### src/rtl/kbc_pkg.sv
package kbc_pkg;

  localparam int BYTE_W = 8;

  // mode byte fields
  localparam int MB_KBD_IRQ = 0;
  localparam int MB_AUX_IRQ = 1;
  localparam int MB_KBD_OFF = 4;
  localparam int MB_AUX_OFF = 5;
  localparam int MB_XLATE   = 6;

  // status byte fields
  localparam int SB_ANY_FULL = 0;
  localparam int SB_SELFTEST = 2;
  localparam int SB_CMD_LAST = 3;
  localparam int SB_UNLOCKED = 4;
  localparam int SB_AUX_FULL = 5;

  // output port fields
  localparam int OB_RUN     = 0;
  localparam int OB_A20     = 1;
  localparam int OB_FULL    = 4;
  localparam int OB_AUXFULL = 5;

  typedef enum logic [2:0] {
    PW_NONE, PW_MODE, PW_OUTP, PW_KBUF, PW_ABUF, PW_AUXDEV
  } pend_e;

  typedef struct packed {
    logic              reply_en;
    logic [BYTE_W-1:0] reply_val;
    logic              reply_mode;
    logic              reply_outp;
    logic              arm_en;
    pend_e             arm_code;
    logic [BYTE_W-1:0] mode_set;
    logic [BYTE_W-1:0] mode_clr;
    logic              selftest;
    logic              a20_on;
    logic              a20_off;
    logic              cpu_reset;
    logic              unknown;
  } cmd_act_t;

  // pulse family: upper nibble all ones, bit 0 selects reset or nothing
  function automatic logic [BYTE_W-1:0] fold_pulse(input logic [BYTE_W-1:0] c);
    if (c[7:4] == 4'hF) return c[0] ? 8'hFF : 8'hFE;
    return c;
  endfunction

  function automatic cmd_act_t decode_cmd(input logic [BYTE_W-1:0] raw,
                                          input logic [BYTE_W-1:0] st_reply,
                                          input logic [BYTE_W-1:0] inport_val);
    cmd_act_t a;
    logic [BYTE_W-1:0] c;
    a = '0;
    a.arm_code = PW_NONE;
    c = fold_pulse(raw);
    case (c)
      8'h20: a.reply_mode = 1'b1;
      8'h60: begin a.arm_en = 1'b1; a.arm_code = PW_MODE;   end
      8'hD1: begin a.arm_en = 1'b1; a.arm_code = PW_OUTP;   end
      8'hD2: begin a.arm_en = 1'b1; a.arm_code = PW_KBUF;   end
      8'hD3: begin a.arm_en = 1'b1; a.arm_code = PW_ABUF;   end
      8'hD4: begin a.arm_en = 1'b1; a.arm_code = PW_AUXDEV; end
      8'hA7: a.mode_set[MB_AUX_OFF] = 1'b1;
      8'hA8: a.mode_clr[MB_AUX_OFF] = 1'b1;
      8'hAD: a.mode_set[MB_KBD_OFF] = 1'b1;
      8'hAE: a.mode_clr[MB_KBD_OFF] = 1'b1;
      8'hAA: begin a.selftest = 1'b1; a.reply_val = st_reply; end
      8'hA9, 8'hAB: a.reply_val = 8'h00;
      8'hC0: a.reply_val = inport_val;
      8'hD0: a.reply_outp = 1'b1;
      8'hDF: a.a20_on  = 1'b1;
      8'hDD: a.a20_off = 1'b1;
      8'hFE: a.cpu_reset = 1'b1;
      8'hFF: ;
      default: a.unknown = 1'b1;
    endcase
    a.reply_en = a.reply_mode | a.reply_outp
               | (c == 8'hAA) | (c == 8'hA9) | (c == 8'hAB) | (c == 8'hC0);
    return a;
  endfunction

  function automatic logic [BYTE_W-1:0] make_status(input logic any_full,
                                                    input logic aux_only,
                                                    input logic selftest);
    logic [BYTE_W-1:0] s;
    s = '0;
    s[SB_ANY_FULL] = any_full;
    s[SB_SELFTEST] = selftest;
    s[SB_CMD_LAST] = 1'b1;
    s[SB_UNLOCKED] = 1'b1;
    s[SB_AUX_FULL] = aux_only;
    return s;
  endfunction

  function automatic logic [BYTE_W-1:0] make_outport(input logic [BYTE_W-1:0] stored,
                                                     input logic any_full,
                                                     input logic aux_only);
    logic [BYTE_W-1:0] o;
    o = stored;
    o[OB_FULL]    = any_full;
    o[OB_AUXFULL] = aux_only;
    return o;
  endfunction

endpackage

### src/rtl/kbc_cmd_decode.sv
module kbc_cmd_decode
  import kbc_pkg::*;
#(
  parameter logic [7:0] ST_REPLY   = 8'h55,
  parameter logic [7:0] INPORT_VAL = 8'h80
) (
  input  logic [BYTE_W-1:0] cmd_byte,
  output cmd_act_t          act
);
  always_comb act = decode_cmd(cmd_byte, ST_REPLY, INPORT_VAL);
endmodule

### src/rtl/kbc_irq_status.sv
module kbc_irq_status
  import kbc_pkg::*;
(
  input  logic              clk,
  input  logic              rst_n,
  input  logic              kbd_pending,
  input  logic              aux_pending,
  input  logic [BYTE_W-1:0] mode_q,
  input  logic [BYTE_W-1:0] outp_q,
  input  logic              selftest_q,
  output logic [BYTE_W-1:0] status_view,
  output logic [BYTE_W-1:0] outp_view,
  output logic              irq_kbd,
  output logic              irq_aux
);
  logic any_full, aux_only;

  // keyboard bytes win over auxiliary bytes
  assign any_full = kbd_pending | aux_pending;
  assign aux_only = aux_pending & ~kbd_pending;

  assign status_view = make_status(any_full, aux_only, selftest_q);
  assign outp_view   = make_outport(outp_q, any_full, aux_only);
  assign irq_aux = aux_only & mode_q[MB_AUX_IRQ];
  assign irq_kbd = kbd_pending & mode_q[MB_KBD_IRQ] & ~mode_q[MB_KBD_OFF];

  assert_irq_excl_R11: assert property (@(posedge clk) disable iff (!rst_n)
    !(irq_kbd && irq_aux));

  assert_aux_full_R11: assert property (@(posedge clk) disable iff (!rst_n)
    irq_aux |-> status_view[SB_AUX_FULL] && status_view[SB_ANY_FULL]);
endmodule

### src/rtl/kbc_reg_file.sv
module kbc_reg_file
  import kbc_pkg::*;
#(
  parameter logic [7:0] MODE_INIT = 8'h03,
  parameter logic [7:0] OUTP_INIT = 8'hCF
) (
  input  logic              clk,
  input  logic              rst_n,
  input  logic              cmd_wr,
  input  logic              dat_wr,
  input  logic [BYTE_W-1:0] wdata,
  input  cmd_act_t          act,
  input  logic [BYTE_W-1:0] outp_view,
  output logic [BYTE_W-1:0] mode_q,
  output logic [BYTE_W-1:0] outp_q,
  output logic              selftest_q,
  output logic              bad_q,
  output logic              reply_v,
  output logic [BYTE_W-1:0] reply_d,
  output logic              reply_aux,
  output logic              kdev_v,
  output logic [BYTE_W-1:0] kdev_d,
  output logic              adev_v,
  output logic [BYTE_W-1:0] adev_d,
  output logic              rst_req
);
  pend_e pend_q;

  always_ff @(posedge clk or negedge rst_n) begin
    if (!rst_n) begin
      mode_q     <= MODE_INIT;
      outp_q     <= OUTP_INIT;
      selftest_q <= 1'b0;
      bad_q      <= 1'b0;
      pend_q     <= PW_NONE;
      reply_v    <= 1'b0;
      reply_d    <= '0;
      reply_aux  <= 1'b0;
      kdev_v     <= 1'b0;
      kdev_d     <= '0;
      adev_v     <= 1'b0;
      adev_d     <= '0;
      rst_req    <= 1'b0;
    end else begin
      reply_v <= 1'b0;
      kdev_v  <= 1'b0;
      adev_v  <= 1'b0;
      rst_req <= 1'b0;
      if (cmd_wr) begin
        if (act.arm_en) pend_q <= act.arm_code;
        mode_q <= (mode_q | act.mode_set) & ~act.mode_clr;
        if (act.selftest)  selftest_q <= 1'b1;
        if (act.a20_on)    outp_q[OB_A20] <= 1'b1;
        if (act.a20_off)   outp_q[OB_A20] <= 1'b0;
        if (act.cpu_reset) rst_req <= 1'b1;
        if (act.unknown)   bad_q <= 1'b1;
        if (act.reply_en) begin
          reply_v   <= 1'b1;
          reply_aux <= 1'b0;
          reply_d   <= act.reply_mode ? mode_q :
                       act.reply_outp ? outp_view : act.reply_val;
        end
      end
      if (dat_wr) begin
        pend_q <= PW_NONE;
        case (pend_q)
          PW_MODE: mode_q <= wdata;
          PW_OUTP: begin
            outp_q  <= wdata;
            rst_req <= ~wdata[OB_RUN];
          end
          PW_KBUF: begin
            reply_v <= 1'b1; reply_aux <= 1'b0; reply_d <= wdata;
          end
          PW_ABUF: begin
            reply_v <= 1'b1; reply_aux <= 1'b1; reply_d <= wdata;
          end
          PW_AUXDEV: begin
            adev_v <= 1'b1; adev_d <= wdata;
          end
          default: begin
            kdev_v <= 1'b1; kdev_d <= wdata;
          end
        endcase
      end
    end
  end

  assert_pend_clear_R3: assert property (@(posedge clk) disable iff (!rst_n)
    dat_wr |=> pend_q == PW_NONE);

  assert_mode_load_R10: assert property (@(posedge clk) disable iff (!rst_n)
    (dat_wr && pend_q == PW_MODE) |=> mode_q == $past(wdata) && mode_q[MB_XLATE] == $past(wdata[MB_XLATE]));

  assert_reset_pulse_R9: assert property (@(posedge clk) disable iff (!rst_n)
    rst_req |=> !rst_req);

  assert_a20_on_R8: assert property (@(posedge clk) disable iff (!rst_n)
    (cmd_wr && act.a20_on) |=> outp_q[OB_A20]);

  assert_unknown_quiet_R12: assert property (@(posedge clk) disable iff (!rst_n)
    (cmd_wr && act.unknown) |=> !reply_v && bad_q && $stable(mode_q));
endmodule

### src/rtl/kbc_cmd_engine.sv
module kbc_cmd_engine
  import kbc_pkg::*;
#(
  parameter logic [7:0] MODE_INIT  = 8'h03,
  parameter logic [7:0] OUTP_INIT  = 8'hCF,
  parameter logic [7:0] ST_REPLY   = 8'h55,
  parameter logic [7:0] INPORT_VAL = 8'h80
) (
  input  logic       clk,
  input  logic       rst_n,
  input  logic       cs,
  input  logic       wr,
  input  logic       addr,
  input  logic [7:0] wdata,
  input  logic       kbd_pending,
  input  logic       aux_pending,
  output logic       reply_valid,
  output logic [7:0] reply_data,
  output logic       reply_aux,
  output logic       kbd_dev_valid,
  output logic [7:0] kbd_dev_data,
  output logic       aux_dev_valid,
  output logic [7:0] aux_dev_data,
  output logic       sys_reset_req,
  output logic       a20,
  output logic       xlate_en,
  output logic       irq_kbd,
  output logic       irq_aux,
  output logic [7:0] status,
  output logic [7:0] mode,
  output logic [7:0] outport,
  output logic       bad_cmd
);
  logic              cmd_wr, dat_wr;
  cmd_act_t          act;
  logic [BYTE_W-1:0] mode_q, outp_q, outp_view;
  logic              selftest_q;

  assign cmd_wr = cs & wr & addr;
  assign dat_wr = cs & wr & ~addr;

  kbc_cmd_decode #(.ST_REPLY(ST_REPLY), .INPORT_VAL(INPORT_VAL)) u_dec (
    .cmd_byte (wdata),
    .act      (act)
  );

  kbc_reg_file #(.MODE_INIT(MODE_INIT), .OUTP_INIT(OUTP_INIT)) u_regs (
    .clk        (clk),
    .rst_n      (rst_n),
    .cmd_wr     (cmd_wr),
    .dat_wr     (dat_wr),
    .wdata      (wdata),
    .act        (act),
    .outp_view  (outp_view),
    .mode_q     (mode_q),
    .outp_q     (outp_q),
    .selftest_q (selftest_q),
    .bad_q      (bad_cmd),
    .reply_v    (reply_valid),
    .reply_d    (reply_data),
    .reply_aux  (reply_aux),
    .kdev_v     (kbd_dev_valid),
    .kdev_d     (kbd_dev_data),
    .adev_v     (aux_dev_valid),
    .adev_d     (aux_dev_data),
    .rst_req    (sys_reset_req)
  );

  kbc_irq_status u_irq (
    .clk         (clk),
    .rst_n       (rst_n),
    .kbd_pending (kbd_pending),
    .aux_pending (aux_pending),
    .mode_q      (mode_q),
    .outp_q      (outp_q),
    .selftest_q  (selftest_q),
    .status_view (status),
    .outp_view   (outp_view),
    .irq_kbd     (irq_kbd),
    .irq_aux     (irq_aux)
  );

  assign mode     = mode_q;
  assign outport  = outp_view;
  assign a20      = outp_q[OB_A20];
  assign xlate_en = mode_q[MB_XLATE];
endmodule

### config.mk
export PLATFORM = sky130hd
export DESIGN_NAME = kbc_cmd_engine
export DESIGN_NICKNAME = d
export VERILOG_FILES = /design/src/rtl/kbc_pkg.sv /design/src/rtl/kbc_cmd_decode.sv /design/src/rtl/kbc_irq_status.sv /design/src/rtl/kbc_reg_file.sv /design/src/rtl/kbc_cmd_engine.sv
export SDC_FILE = /design/constraint.sdc
export NUM_CORES = 1
export LEC_CHECK = 0
export BUFFER_PORTS_ARGS = -buffer_cell sky130_fd_sc_hd__buf_4
export CAP_MARGIN = 10
export CORE_UTILIZATION = 40
export CTS_BUF_LIST = sky130_fd_sc_hd__clkbuf_8
export DETAILED_ROUTE_END_ITERATION = 7
export PLACE_DENSITY = 0.73
export SLEW_MARGIN = 20
export SYNTH_ARGS = -nofsm -noshare
export SYNTH_HDL_FRONTEND = slang
export SYNTH_HIERARCHICAL = 1
export SYNTH_SLANG_ARGS = --single-unit
### constraint.sdc
create_clock -name clk -period 2.5 [get_ports clk]
set_input_delay 0 -clock clk [delete_from_list [all_inputs] [get_ports clk]]
set_output_delay 0 -clock clk [all_outputs]
set_load 0.01 [all_outputs]
==> results of run 1 <==
## metal layers
metal  global-route usage  vias to the layer above
met3               0.0425                       12
li1                     -                     1090
met1                0.252                     1095
met4               0.0519                        0
met5                    0                        -
met2                0.287                       87
## final cells by class
type                       count  area share
inverter                      13      0.0140
multi-input combinational    195       0.419
clock buffer                   6      0.0237
clock inverter                 2     0.00431
sequential                    48       0.348
tap                           99      0.0356
timing repair buffer          72       0.156
## stage by stage
stage               setup slack, ns  instance area [um^2]  power, uW  hold WS [ns]   util
finish                        0.667                  3480       1760        0.0140  0.478
global route                  0.495                  3480       1860       0.00726  0.478
CTS                           0.724                  3480       1790        0.0132  0.478
detailed placement            0.384                  3370       1280        0.0579  0.463
global placement              0.543                  3370       1270        0.0571  0.463
floorplan                     0.809                  3110       1120        -0.296      -
## flip-flops by register name (all words and copies together) (netlist names), 3 cells and up
| signal | flops |
|---|---|
| u_regs/reply_d | 8 |
| u_regs/pend_q | 3 |
| u_regs/adev_d | 8 |
| u_regs/outp_q | 6 |
| u_regs/kdev_d | 8 |
| u_regs/mode_q | 8 |
## cell usage in the layout, fill, tap and decap left out, types with 2 or more instances in the layout
cell and n:
and3b_1 5, nor4b_2 2, mux2i_1 10, a21oi_1 16
a21o_1 10, buf_4 71, dfstp_2 8, nor3_1 8
nand3_1 6, nor2_1 8, clkinvlp_4 2, and4b_1 2
nand3b_1 2, a211oi_1 6, nand2_1 14, o21ai_0 2
nand4_1 10, clkbuf_8 6, mux2_2 31, and2_1 4
nor4_1 2, nor2b_1 2, dfrtp_1 40, conb_1 20
inv_1 13, a211oi_2 2, o221ai_1 8
## path summary, 6_finish.rpt
path	start	to	slack [ns]	depth (start not counted)
min in group asynchronous	rst_n	u_regs/mode_q[3]	0.24	2
max in group asynchronous	rst_n	u_regs/adev_d[4]	1.85	2
hold / removal	wdata[1]	u_regs/mode_q[1]	0.01	2
setup / recovery	wdata[6]	u_regs/reply_d[3]	0.67	7
hold reg to reg	u_regs/selftest_q	u_regs/selftest_q	0.47	1
setup reg to reg	u_regs/pend_q[0]	u_regs/mode_q[7]	0.87	3
## what timing repair did
action,in CTS,in global routing
endpoints found under the setup margin,0,0
hold buffers,1,0
gates resized for setup,0,0
endpoints found under the hold margin,40,0
## report_power, final
part,total [uW],internal [uW],switching (uW)
logic,377,188,189
registers,887,844,43.5
clock network,499,224,275
==> results.toml, run 1 <==
[worst_hold_path]
hp-class = "in2reg"

[cells_and_area]
final.fill_count = 682
insertedDiodeCount = 0
syn_to_final_growth_pct = 14.2
fin_cells = 435
drive_gt1_frac = 0.408
multi_input_area_um2 = 1460
final-seq-area_um2 = 1210
final_nets = 350

[drt]
wl_met2_um = 3180
via_count = 2284
drt-total-wl_um = 6800
drc = 0
dr_wl_met3_um = 427
highest_layer = "met4"
wl_met1_um = 3100
drtPass1Iterations = 4
wl_per_cell_um = 15.6
viasPerCell = 5.25
drtIter0Drc = 178
drtAntennaViolNets = 0

[floorplanning]
row_count = 31
die_h_um = 89.3
initial_utilization = 0.418
ios = 73
fp.dieW_um = 89.3
dieArea_um2 = 7980
core_area_um2 = 7290

[timing]
fin_crit_sh = 0.733
clock.fmax_mhz = 545
min_period_ns = 1.83
setup-tns-final_ns = 0
finalHoldViolCount = 0
setup_violations = 0
clock_skew_ns = 0.00700
rsz0062_at_grt = "false"
slew_headroom = 0.558
worst_slew_pin_slew_ns = 0.662
report.final.slew_viol_count = 0

[setup_path]
arrival_ns = 2.04
cp.buffers_inverters = 1
path_max_fanout = 18
cp-end-kind = "flip-flop"
crit_chain = "buf_4 -> a41oi_2 -> nand2_1 -> nor4_1 -> nand3b_1 -> o221ai_1 -> mux2_2"
critPathMaxStageDelay_ns = 0.40
required_ns = 2.71
worstSetupPathType = "in2reg"
cpLargestDelayFamily = "simple AND/OR/NAND/NOR gates"
critPathSlowestCell = "a41oi_2"
startpoint_type = "input port"

[clocking]
cts_buffers = 5
cts_max_level = 2
cts-root-buf = "clkbuf_8"
clk_pin_slew_ns = 0.09
clk_latency_ns = 0.31
cts_tree = "done"
post_cts_buffers = 0
cts_num_sinks = 48
cts_buffer_depth = 2

[power]
p_leak_uw = 0.00162
power_density_nw_per_um2 = 506
irDropWorstVdd_uv = 273

[synth]
yosysWarnings = 6
synth_area_um2 = 3050
syn-instance-count = 293
synth_area_per_cell_um2 = 10.4

[place]
place_inst = 426
io_buffer_count = 67
hpwl_um = 4690
gp_congestion = 0.831

[global_route]
grt_pass1_wl_um = 10900
grt_max_degree = 49
grtUsageTotal = 0.183
grt_antenna_before_repair = 0
grt_pass1_vias = 2115
overflow = 0

[status]
status = "finished, final reports clean"

[flow_run]
cap_viol_max_count = 0
(Power assumes the default switching activity.)
==> run 2: changes to the inputs <==
Clock period 2.5 ns to 1.9 ns, I/O delays scaled along.
==> run 2 against run 1 <==
Net effect:
- worst hold slack better by 0.013 ns
- non-clock buffer count up 15
- largest cell class unchanged
- sequential cell count unchanged
- clock power up 46%
==> results.toml, run 2 (synthesized netlist as in run 1, its figures left out) <==
[cells_and_area]
syn_to_final_growth_pct = 18.3
final_nets = 365
multi_input_area_um2 = 1460
insertedDiodeCount = 0
fin_cells = 450
layout_common_cells = "buf_4 (85), dfrtp_1 (40), mux2_2 (31), conb_1 (20), a21oi_1 (16)"
final.fill_count = 708
drive_gt1_frac = 0.427
post-route-util = 0.495
final_common_cell = "buf_4"
design_area_um2 = 3610
final-seq-area_um2 = 1210

[drt]
drc = 0
drt-total-wl_um = 7300
drtPass1Iterations = 4
wl_per_cell_um = 16.2
via_count = 2372
drtIter0Drc = 137
drtAntennaViolNets = 0
viasPerCell = 5.27

[power]
p_clk_frac = 0.301
comb_power_share = 0.216
p_int_uw = 1760
finalPower_uw = 2420
p_leak_uw = 0.00171
irDropWorstVdd_uv = 447
power_density_nw_per_um2 = 671
switchingPower_uw = 662
swShare = 0.273
pwr-share-seq = 0.483

[flow_run]
cap_viol_max_count = 0

[clocking]
holdBufCountCts = 1
clk_pin_slew_ns = 0.09
post_cts_buffers = 0
clk_latency_ns = 0.30
cts_max_level = 2
cts_resized = 0
cts_buffer_depth = 2
cts_tree = "done"
cts-root-buf = "clkbuf_8"
cts_num_sinks = 48
cts_buffers = 5

[timing]
worst_slew_pin_slew_ns = 0.620
fin_crit_sh = 0.827
min_period_ns = 1.57
setup_violations = 0
clock.fmax_mhz = 636
clock_skew_ns = 0.00436
rsz0062_at_grt = "false"
setup-tns-final_ns = 0
finalHoldViolCount = 0
report.final.slew_viol_count = 0
slew_headroom = 0.587

[floorplanning]
initial_utilization = 0.418
dieArea_um2 = 7980
die_h_um = 89.3
row_count = 31
fp.dieW_um = 89.3
ios = 73
core_area_um2 = 7290

[setup_path]
cp-end-kind = "flip-flop"
worstSetupPathType = "reg2reg"
startpoint_type = "flip-flop"
required_ns = 2.09
arrival_ns = 1.76
path_max_fanout = 9

[global_route]
grt_max_degree = 49
overflow = 0
grtUsageTotal = 0.193
grt_pass1_vias = 2338
grt_pass1_wl_um = 11500
grt_antenna_before_repair = 0

[place]
placed_cell_area_um2 = 3480
gp_congestion = 0.845
place_inst = 440
hpwl_um = 5150
io_buffer_count = 67

[status]
status = "finished, final reports clean"

[worst_hold_path]
hp-class = "in2reg"
==> run 2: metal layers <==
layer  global-route usage  vias to the layer above  routed length (um)
met3               0.0406                       11                 465
li1                     -                     1111                   -
met1                0.243                     1163                3240
met4               0.0620                        0                 116
met5                    0                        -                   0
met2                0.330                       87                3480
==> run 2: power groups by stage <==
stage	clock network (uW)	logic (uW)	registers, uW
after global placement	0	507	1190
after floorplan	0	262	1220
after CTS	752	525	1170
after detailed placement	0	522	1190
final	729	523	1170
after global routing	785	575	1180
==> run 2: final cells by class <==
class                           instances  area share
Clock buffer                            5      0.0191
Clock inverter                          3      0.0108
Inverter                               13      0.0135
Multi-Input combinational cell        195       0.404
Sequential cell                        48       0.336
Tap cell                               99      0.0343
Timing Repair Buffer                   87       0.182
==> run 2: final timing paths <==
kind	start	endpoint	slack, ns	depth (start not counted)
worst min-delay path	wdata[7]	u_regs/mode_q[7]	0.03	2
max in group asynchronous	rst_n	u_regs/reply_d[5]	1.23	2
min in group asynchronous	rst_n	u_regs/mode_q[3]	0.24	2
worst max-delay path	u_regs/pend_q[0]	u_regs/reply_d[3]	0.33	3
worst min register to register	u_regs/bad_q	u_regs/bad_q	0.47	1
worst max register to register	u_regs/pend_q[0]	u_regs/reply_d[3]	0.33	3
==> run 2: worst max-delay path, cell delays in order, from the launching register on <==
cell and delay (ns):
dfrtp_1 0.51, and3b_1 0.27, o21ai_4 0.31, mux2_2 0.38
==> run 2: through the flow <==
| stage | hold slack [ns] | setup slack, ns |
|---|---|---|
| 2_1_floorplan | -0.296 | 0.209 |
| 3_3_place_gp | 0.0554 | 0.158 |
| 3_5_place_dp | 0.0569 | 0.0613 |
| 4_1_cts | 0.00359 | 0.324 |
| 5_1_grt | 0.0333 | 0.225 |
| 6_report | 0.0271 | 0.328 |
